### src/rtl/regmove_pkg.sv
package regmove_pkg;
  localparam int ACC_W  = 8;
  localparam int WORD_W = 2 * ACC_W;
  localparam int SEL_W  = 3;
  localparam int OP_W   = 3;

  localparam logic [SEL_W-1:0] SEL_A  = 3'd0;
  localparam logic [SEL_W-1:0] SEL_B  = 3'd1;
  localparam logic [SEL_W-1:0] SEL_D  = 3'd4;
  localparam logic [SEL_W-1:0] SEL_X  = 3'd5;
  localparam logic [SEL_W-1:0] SEL_Y  = 3'd6;
  localparam logic [SEL_W-1:0] SEL_SP = 3'd7;

  typedef enum logic [OP_W-1:0] {
    OP_XFER    = 3'd0,
    OP_SWAP    = 3'd1,
    OP_LOAD    = 3'd2,
    OP_SEXT    = 3'd3,
    OP_ACCMOVE = 3'd4
  } opT;

  typedef enum logic [1:0] {
    DS_COPY = 2'd0,
    DS_SEXT = 2'd1,
    DS_ZEXT = 2'd2,
    DS_LOAD = 2'd3
  } dataSrcT;

  typedef struct packed {
    logic             wrDst;
    logic             wrSrc;
    logic [SEL_W-1:0] dstSel;
    logic [SEL_W-1:0] srcSel;
    dataSrcT          dstData;
    logic             srcZext;
    logic             wideLast;
    logic             flagWr;
    logic             flagWide;
  } ctrlT;

  typedef struct packed {
    logic [ACC_W-1:0]  a;
    logic [ACC_W-1:0]  b;
    logic [WORD_W-1:0] x;
    logic [WORD_W-1:0] y;
    logic [WORD_W-1:0] sp;
  } regsT;

  function automatic logic isAcc(input logic [SEL_W-1:0] s);
    return (s == SEL_A) || (s == SEL_B);
  endfunction

  function automatic logic isWide(input logic [SEL_W-1:0] s);
    return (s == SEL_D) || (s == SEL_X) || (s == SEL_Y) || (s == SEL_SP);
  endfunction

  function automatic logic [WORD_W-1:0] readReg(input regsT r, input logic [SEL_W-1:0] s);
    logic [WORD_W-1:0] v;
    case (s)
      SEL_A:   v = {{ACC_W{1'b0}}, r.a};
      SEL_B:   v = {{ACC_W{1'b0}}, r.b};
      SEL_D:   v = {r.a, r.b};
      SEL_X:   v = r.x;
      SEL_Y:   v = r.y;
      SEL_SP:  v = r.sp;
      default: v = '0;
    endcase
    return v;
  endfunction

  function automatic regsT writeReg(input regsT r, input logic [SEL_W-1:0] s,
                                    input logic [WORD_W-1:0] d);
    regsT n;
    n = r;
    case (s)
      SEL_A:  n.a = d[ACC_W-1:0];
      SEL_B:  n.b = d[ACC_W-1:0];
      SEL_D: begin
        n.a = d[WORD_W-1:ACC_W];
        n.b = d[ACC_W-1:0];
      end
      SEL_X:  n.x = d;
      SEL_Y:  n.y = d;
      SEL_SP: n.sp = d;
      default: n = r;
    endcase
    return n;
  endfunction
endpackage

### src/rtl/regmove_ctrl.sv
module regmove_ctrl
  import regmove_pkg::*;
(
  input  logic             cmdValid,
  input  logic [OP_W-1:0]  cmdOp,
  input  logic [SEL_W-1:0] srcSel,
  input  logic [SEL_W-1:0] dstSel,
  output ctrlT             ctrl
);
  logic srcAcc, srcWide, dstAcc, dstWide, srcOk, dstOk;

  always_comb begin
    srcAcc  = isAcc(srcSel);
    srcWide = isWide(srcSel);
    dstAcc  = isAcc(dstSel);
    dstWide = isWide(dstSel);
    srcOk   = srcAcc | srcWide;
    dstOk   = dstAcc | dstWide;
  end

  always_comb begin
    ctrl          = '0;
    ctrl.srcSel   = srcSel;
    ctrl.dstSel   = dstSel;
    ctrl.dstData  = DS_COPY;
    if (cmdValid) begin
      case (cmdOp)
        OP_XFER: begin
          if (srcOk && dstOk) begin
            ctrl.wrDst   = 1'b1;
            ctrl.dstData = (srcAcc && dstWide) ? DS_SEXT : DS_COPY;
          end
        end
        OP_SEXT: begin
          if (srcAcc && dstWide) begin
            ctrl.wrDst   = 1'b1;
            ctrl.dstData = DS_SEXT;
          end
        end
        OP_ACCMOVE: begin
          if (srcAcc && dstAcc) begin
            ctrl.wrDst  = 1'b1;
            ctrl.flagWr = 1'b1;
          end
        end
        OP_SWAP: begin
          if (srcOk && dstOk) begin
            ctrl.wrDst    = 1'b1;
            ctrl.wrSrc    = 1'b1;
            ctrl.dstData  = (srcAcc && dstWide) ? DS_ZEXT : DS_COPY;
            ctrl.srcZext  = dstAcc && srcWide;
            ctrl.wideLast = dstWide;
          end
        end
        OP_LOAD: begin
          if (dstOk) begin
            ctrl.wrDst    = 1'b1;
            ctrl.dstData  = DS_LOAD;
            ctrl.flagWr   = 1'b1;
            ctrl.flagWide = dstWide;
          end
        end
        default: ctrl.wrDst = 1'b0;
      endcase
    end
  end
endmodule

### src/rtl/regmove_datapath.sv
module regmove_datapath
  import regmove_pkg::*;
(
  input  logic              clk,
  input  logic              rstN,
  input  ctrlT              ctrl,
  input  logic [WORD_W-1:0] loadData,
  output regsT              regs,
  output logic              flagN,
  output logic              flagZ,
  output logic              flagV
);
  regsT              cur, nxt, stage;
  logic [WORD_W-1:0] srcVal, dstVal, dstWrData, srcWrData;
  logic              resNeg, resZero;

  always_comb begin
    srcVal = readReg(cur, ctrl.srcSel);
    dstVal = readReg(cur, ctrl.dstSel);
    case (ctrl.dstData)
      DS_SEXT: dstWrData = {{ACC_W{srcVal[ACC_W-1]}}, srcVal[ACC_W-1:0]};
      DS_ZEXT: dstWrData = {{ACC_W{1'b0}}, srcVal[ACC_W-1:0]};
      DS_LOAD: dstWrData = loadData;
      default: dstWrData = srcVal;
    endcase
    srcWrData = ctrl.srcZext ? {{ACC_W{1'b0}}, dstVal[ACC_W-1:0]} : dstVal;
  end

  always_comb begin
    stage = cur;
    nxt   = cur;
    if (ctrl.wideLast) begin
      if (ctrl.wrSrc) stage = writeReg(cur, ctrl.srcSel, srcWrData);
      nxt = stage;
      if (ctrl.wrDst) nxt = writeReg(stage, ctrl.dstSel, dstWrData);
    end else begin
      if (ctrl.wrDst) stage = writeReg(cur, ctrl.dstSel, dstWrData);
      nxt = stage;
      if (ctrl.wrSrc) nxt = writeReg(stage, ctrl.srcSel, srcWrData);
    end
  end

  always_comb begin
    if (ctrl.flagWide) begin
      resNeg  = dstWrData[WORD_W-1];
      resZero = (dstWrData == '0);
    end else begin
      resNeg  = dstWrData[ACC_W-1];
      resZero = (dstWrData[ACC_W-1:0] == '0);
    end
  end

  always_ff @(posedge clk) begin
    if (!rstN) begin
      cur   <= '0;
      flagN <= 1'b0;
      flagZ <= 1'b0;
      flagV <= 1'b0;
    end else begin
      cur <= nxt;
      if (ctrl.flagWr) begin
        flagN <= resNeg;
        flagZ <= resZero;
        flagV <= 1'b0;
      end
    end
  end

  assign regs = cur;
endmodule

### src/rtl/regmove_unit.sv
module regmove_unit
  import regmove_pkg::*;
(
  input  logic              clk,
  input  logic              rstN,
  input  logic              cmdValid,
  input  logic [OP_W-1:0]   cmdOp,
  input  logic [SEL_W-1:0]  srcSel,
  input  logic [SEL_W-1:0]  dstSel,
  input  logic [WORD_W-1:0] loadData,
  output logic [ACC_W-1:0]  regA,
  output logic [ACC_W-1:0]  regB,
  output logic [WORD_W-1:0] regX,
  output logic [WORD_W-1:0] regY,
  output logic [WORD_W-1:0] regSp,
  output logic              flagN,
  output logic              flagZ,
  output logic              flagV
);
  ctrlT ctrl;
  regsT regs;

  regmove_ctrl u_ctrl (
    .cmdValid (cmdValid),
    .cmdOp    (cmdOp),
    .srcSel   (srcSel),
    .dstSel   (dstSel),
    .ctrl     (ctrl)
  );

  regmove_datapath u_dp (
    .clk      (clk),
    .rstN     (rstN),
    .ctrl     (ctrl),
    .loadData (loadData),
    .regs     (regs),
    .flagN    (flagN),
    .flagZ    (flagZ),
    .flagV    (flagV)
  );

  assign regA  = regs.a;
  assign regB  = regs.b;
  assign regX  = regs.x;
  assign regY  = regs.y;
  assign regSp = regs.sp;
endmodule

### config.mk
export PLATFORM = sky130hd
export DESIGN_NAME = regmove_unit
export DESIGN_NICKNAME = d
export VERILOG_FILES = /design/src/rtl/regmove_pkg.sv /design/src/rtl/regmove_ctrl.sv /design/src/rtl/regmove_datapath.sv /design/src/rtl/regmove_unit.sv
export SDC_FILE = /design/constraint.sdc
export NUM_CORES = 1
export LEC_CHECK = 0
export BUFFER_PORTS_ARGS = -buffer_cell sky130_fd_sc_hd__buf_4
export CORE_UTILIZATION = 51
export DETAILED_ROUTE_END_ITERATION = 16
export PLACE_DENSITY = 0.77
export REMOVE_ABC_BUFFERS = 1
export SYNTH_ARGS = -nofsm -noshare
export SYNTH_HDL_FRONTEND = slang
export SYNTH_SLANG_ARGS = --single-unit
### constraint.sdc
create_clock -name clk -period 2.1 [get_ports clk]
set_input_delay 0.42 -clock clk [delete_from_list [all_inputs] [get_ports clk]]
set_output_delay 0.42 -clock clk [all_outputs]
set_load 0.01 [all_outputs]
==> impl_metrics.yaml, run 1 <==
timing:
  min_period_ns: 2.07
  report.final.hold_viol_count: 0
  relSlewSlack_pct: 61.9
  fin_crit_sh_pct: 98.7
  clock_skew_ns: 0.00923
  drv_slew: 0
  fmax_ghz: 0.482
  setup_violations: 0
  worstMarginPinSlew_ns: 0.569
  rsz0062_at_grt: "yes"
clocking:
  clock_latency_ns: 0.36
  cts-htree-levels: 3
  cts-buffers-inserted: 9
  cts_root_buf: "clkbuf_8"
  clk_pin_slew_ns: 0.07
  cts_tree: "yes"
  cts.sinks: 66
  clock_path_buffers: 2
final_layout:
  areaGrowthSynthToFinish_pct: 42.6
  fin_nets: 884
  fillers: 753
  insertedDiodeCount: 0
  fin_util_pct: 74.6
  layout-drive-gt1-share_pct: 35.9
  fin_cells: 994
drt:
  ant_nets: 0
  highest_layer: "met4"
  wirelength_um: 22100
  num_vias: 6496
  drt_iter0_drc: 577
  firstDrtPassIters: 5
  met1Wirelength_um: 8450
  viasPerCell: 6.54
  dr_wl_met3_um: 2680
  drc_errors: 0
  wl_per_cell_um: 22.2
  wl_met2_um: 9910
worst_setup_path:
  path_max_fanout: 2
  worstPathArrival_ns: 2.37
  crit_required_ns: 2.39
  worstSetupPathType: "register to register"
  startpoint_type: "register"
  r2r-start: "u_dp.regs[8]"
  cp-end-kind: "register"
  rrSetupSlack_ns: 0.03
  r2r_end: "u_dp.flagZ"
  reg2reg_depth: 6
grt:
  grt_usage_pct: 43.2
  antenna_found_initial: 1
  grt_overflow: 0
  grt_pass1_vias: 6209
  grt_first_pass_wirelength_um: 33500
  grt_max_degree: 37
run:
  cap_viol_max_count: 0
synthesis:
  syn_avg_cell_area_um2: 7.79
  synthArstFlopShare_pct: 0
  syn-cell-area_mm2: 0.00509
  yosysSeqAreaShare_pct: 25.9
  yosys.area.top_type: "dfxtp_1"
  synth_edf_count: 0
  synthMostInstantiatedCell: "nand2_1"
  synthTopCellsByCount: "102 x nand2_1, 66 x dfxtp_1, 46 x nor2_1"
  synth_top_area_share_pct: 25.9
  synth_cell_types: 70
  synth_seq_cells: 66
  netlist_instances: 654
  synth_area_leaders: "dfxtp_1 26%, nand2_1 7.5%, mux4_2 7.1%"
  yosys_most_used_dff: "dfxtp_1"
  yosys_warnings: 0
floorplanning:
  coreArea_mm2: 0.00973
  num_io_pins: 95
  die_w_um: 102
  die_area_mm2: 0.0104
  initial_utilization_pct: 52.3
  die_h_um: 102
  rows: 36
worst_hold_path:
  hold-path-endpoint: "u_dp.flagN"
  hold_depth: 2
  hold_path.class: "register to register"
  hp-start: "u_dp.flagN"
run_status:
  status: "finished, final reports clean"
pwr:
  power_density_mw_per_mm2: 406
  vdd_drop_max_uv: 337
  p_leak_nw: 3.10
place:
  portBuffers: 93
  gpl.final_weighted_congestion: 1.06
  hpwl_um: 16100
  placed_cells: 976
[report_power, final]
group          internal, mW  switching (mW)  total, mW
Clock                 0.548           0.540       1.09
Sequential             1.26          0.0137       1.28
Combinational         0.270           0.315      0.585
Total                  2.08           0.868       2.95
[per-layer routing]
| layer | vias to the layer above | GRT usage [%] |
|---|---|---|
| li1 | 2853 | - |
| met1 | 3042 | 55.0 |
| met2 | 515 | 66.6 |
| met3 | 86 | 10.5 |
| met4 | 0 | 25.2 |
| met5 | - | 0 |
[sequential cells by signal, indices dropped and copies added (netlist names)]
signal      flops
u_dp.flagN      1
u_dp.flagZ      1
u_dp.regs      64
[worst max path at each step]
stage,start,end,slack (ns),cells after the start
detailed placement,srcSel[0],u_dp.regs[8],-0.40,10
CTS,u_dp.regs[55],u_dp.regs[59],-0.03,8
global placement,srcSel[0],u_dp.regs[61],-0.25,10
global route,u_dp.regs[41],u_dp.flagZ,-0.02,6
finish,u_dp.regs[8],u_dp.flagZ,0.03,6
floorplan,dstSel[2],u_dp.regs[50],-0.52,7
[per-stage QoR]
| step | total power [mW] | hold slack, ns | instance area, µm² | TNS [ns] | worst slack, ns |
|---|---|---|---|---|---|
| after CTS | 2.91 | 0.466 | 7160 | -0.0682 | -0.0270 |
| final | 2.95 | 0.471 | 7260 | 0 | 0.0270 |
| after global placement | 1.84 | 0.449 | 6980 | -8.51 | -0.254 |
| after global routing | 3.02 | 0.473 | 7260 | -0.0259 | -0.0225 |
| after floorplan | 1.48 | 0.479 | 4820 | -4.04 | -0.519 |
| after detailed placement | 1.85 | 0.463 | 6980 | -12.96 | -0.404 |
[critical path: stages (launching register included)]
cell and delay (ns):
dfxtp_2 0.32, mux4_2 0.52, or4_4 0.53, o31a_1 0.27, nor4_2 0.14, o31ai_1 0.10
a21oi_2 0.13
[timing repair]
item                                    in CTS  in global routing
pin swaps                                    0                  2
hold buffers                                 0                  0
setup buffers                                0                  1
endpoints found under the setup margin       7                 26
gates resized for setup                      1                 23
cloned                                       0                  1
[cell type report]
type / instances / area [µm²] / area share [%]
clock inverter: 3 / 40.0 / 0.551
tap: 133 / 166 / 2.29
timing repair buffer: 250 / 2010 / 27.7
inverter: 6 / 22.5 / 0.310
sequential: 66 / 1320 / 18.2
multi-input combinational: 523 / 3560 / 49.0
clock buffer: 13 / 139 / 1.91
[layout by cell type, fill, tap and decap left out, types with 8 or more instances in the layout]
| cell | instances |
|---|---|
| a211o_1 | 8 |
| a211oi_1 | 14 |
| a21oi_1 | 33 |
| a22o_1 | 8 |
| a22oi_1 | 15 |
| and3_1 | 23 |
| buf_12 | 10 |
| buf_4 | 236 |
| clkbuf_8 | 9 |
| dfxtp_1 | 64 |
| mux2i_1 | 26 |
| mux4_2 | 16 |
| nand2_1 | 101 |
| nand2b_1 | 11 |
| nand3_1 | 17 |
| nor2_1 | 45 |
| nor3_1 | 9 |
| o211ai_1 | 29 |
| o21a_1 | 12 |
| o21ai_0 | 35 |
| o22ai_1 | 9 |
[cells by family after synthesis]
logic type,count (synthesis),share of synthesized area (%)
mux,48,13.5
buf+inv,65,5.75
simple gates,251,23.9
flops,66,25.9
other cells,1,0.0736
compound gates,220,30.3
xor+xnor,3,0.516
Power figures use the tool's default switching activity.
==> run 2, diff against run 1 <==
- RECOVER_POWER: unset -> 100
- SKIP_CTS_REPAIR_TIMING: unset -> 1
==> run 2 against run 1 <==
Compared with the run above: sequential cell count stayed put; sequential share of layout area about the same; first-iteration DRC count decreased by 9.4%; sequential power barely moved; utilization about the same; design area barely moved; clock power about the same; clock skew is essentially flat; via count increased by 1.0%; final cell count rose by 0.10%; maximum frequency up 0.37%; die area unchanged; critical path type unchanged; highest routed layer unchanged.
==> impl_metrics.yaml, run 2 (same netlist as run 1, synthesis figures left out) <==
timing:
  worstMarginPinSlew_ns: 0.534
  drv_slew: 0
  report.final.hold_viol_count: 0
  rsz0062_at_grt: "yes"
  relSlewSlack_pct: 64.2
  fmax_ghz: 0.484
  clock_skew_ns: 0.00925
  min_period_ns: 2.07
  fin_setup_tns_ns: 0
  fin_crit_sh_pct: 98.3
  setup_violations: 0
  worst_slack_ns: 0.0347
final_layout:
  fin_nets: 885
  fin_util_pct: 74.6
  layout-drive-gt1-share_pct: 35.6
  final_common_cell: "buf_4"
  areaGrowthSynthToFinish_pct: 42.6
  insertedDiodeCount: 0
  final_cell_mix: "236 x buf_4, 101 x nand2_1, 65 x dfxtp_1"
  largest_register_ffs: 64
  fin_cells: 995
grt:
  grt_usage_pct: 43.2
  grt_max_degree: 37
  grt_pass1_vias: 6224
  grt_overflow: 0
  grt_first_pass_wirelength_um: 33500
  antenna_found_initial: 1
pwr:
  power_mw: 2.96
  p_comb_share_pct: 19.8
  vdd_drop_max_uv: 343
  power_switching_mw: 0.876
  p_int_mw: 2.08
  power_density_mw_per_mm2: 407
  pwr-share-seq_pct: 43.1
  switching_share_pct: 29.6
  pwr-share-clk_pct: 37.0
  p_leak_nw: 3.10
clocking:
  cts-htree-levels: 3
  cts-buffers-inserted: 9
  clk_pin_slew_ns: 0.08
  cts_tree: "yes"
  clock_latency_ns: 0.37
  clock_path_buffers: 2
  cts.sinks: 66
  cts_root_buf: "clkbuf_8"
worst_setup_path:
  cp-end-kind: "register"
  worstSetupPathType: "register to register"
  startpoint_type: "register"
  worstPathArrival_ns: 2.37
  r2r-start: "u_dp.regs[41]"
  path_cells: "mux4_2 > or4_4 > o31a_1 > nor4_2 > o31ai_1 > a21oi_2"
  r2r_end: "u_dp.flagZ"
  reg2reg_depth: 6
  critPathLaunch: "u_dp.regs[41]"
  cp_slowest_cell: "or4_4"
  rrSetupSlack_ns: 0.03
  critPathMaxStageDelay_ns: 0.54
  path_max_fanout: 4
  crit_required_ns: 2.40
  endpoint: "u_dp.flagZ"
place:
  dp_slack_ns: -0.404
  placed_cells: 976
  portBuffers: 93
  hpwl_um: 16100
  gpl.final_weighted_congestion: 1.06
drt:
  viasPerCell: 6.60
  ant_nets: 0
  wirelength_um: 22100
  wl_per_cell_um: 22.2
  firstDrtPassIters: 7
  drc_errors: 0
  drt_iter0_drc: 523
  num_vias: 6563
worst_hold_path:
  hold_path.class: "input pin to register"
  hold_depth: 4
run_status:
  status: "finished, final reports clean"
floorplanning:
  rows: 36
  die_w_um: 102
  coreArea_mm2: 0.00973
  die_h_um: 102
  die_area_mm2: 0.0104
  initial_utilization_pct: 52.3
  num_io_pins: 95
run:
  cap_viol_max_count: 0
-- run 2: worst min-delay path by stage --
stage	start	endpoint	slack (ns)
floorplan	u_dp.flagN	u_dp.flagN	0.48
global placement	u_dp.flagN	u_dp.flagN	0.45
detailed placement	u_dp.flagN	u_dp.flagN	0.46
CTS	rstN	u_dp.regs[36]	0.47
global route	loadData[8]	u_dp.regs[40]	0.47
finish	loadData[11]	u_dp.regs[43]	0.46
-- run 2: area by class of cell --
| class | instances | area [µm²] |
|---|---|---|
| multi-input cells | 523 | 3560 |
| fillers | 752 | 2470 |
| repair buffers | 251 | 2010 |
| flip-flops and latches | 66 | 1320 |
| well taps | 133 | 166 |
| clock buffers | 13 | 139 |
| clock inverters | 3 | 40.0 |
| inverters | 6 | 22.5 |
-- run 2: power groups by stage --
stage	registers, mW	clock network, mW	logic [mW]
floorplan	1.31	0	0.177
global route	1.28	1.14	0.615
global placement	1.30	0	0.539
CTS	1.27	1.08	0.553
detailed placement	1.30	0	0.549
finish	1.28	1.09	0.585
-- run 2: metal layers --
layer | routed length, µm | up-vias | share of wire (%) | global-route usage, %
li1 | - | 2853 | - | -
met1 | 8480 | 3064 | 38 | 55.1
met2 | 9840 | 540 | 44 | 66.2
met3 | 2670 | 106 | 12 | 9.78
met4 | 1130 | 0 | 5.1 | 26.8
met5 | 0 | - | 0 | 0
-- run 2: stage by stage --
| step | instance area (µm²) | hold slack [ns] |
|---|---|---|
| 5_1_grt | 7260 | 0.467 |
| 2_1_floorplan | 4820 | 0.479 |
| 3_3_place_gp | 6980 | 0.449 |
| 6_report | 7260 | 0.464 |
| 3_5_place_dp | 6980 | 0.463 |
| 4_1_cts | 7150 | 0.471 |
-- run 2: critical path, delay by kind of cell (launching register included) --
family | cells | cell delay (ns)
AO/OA/AOI/OAI | 3 | 0.50
AND/OR/NAND/NOR | 2 | 0.68
multiplexers | 1 | 0.48
flip-flops | 1 | 0.34
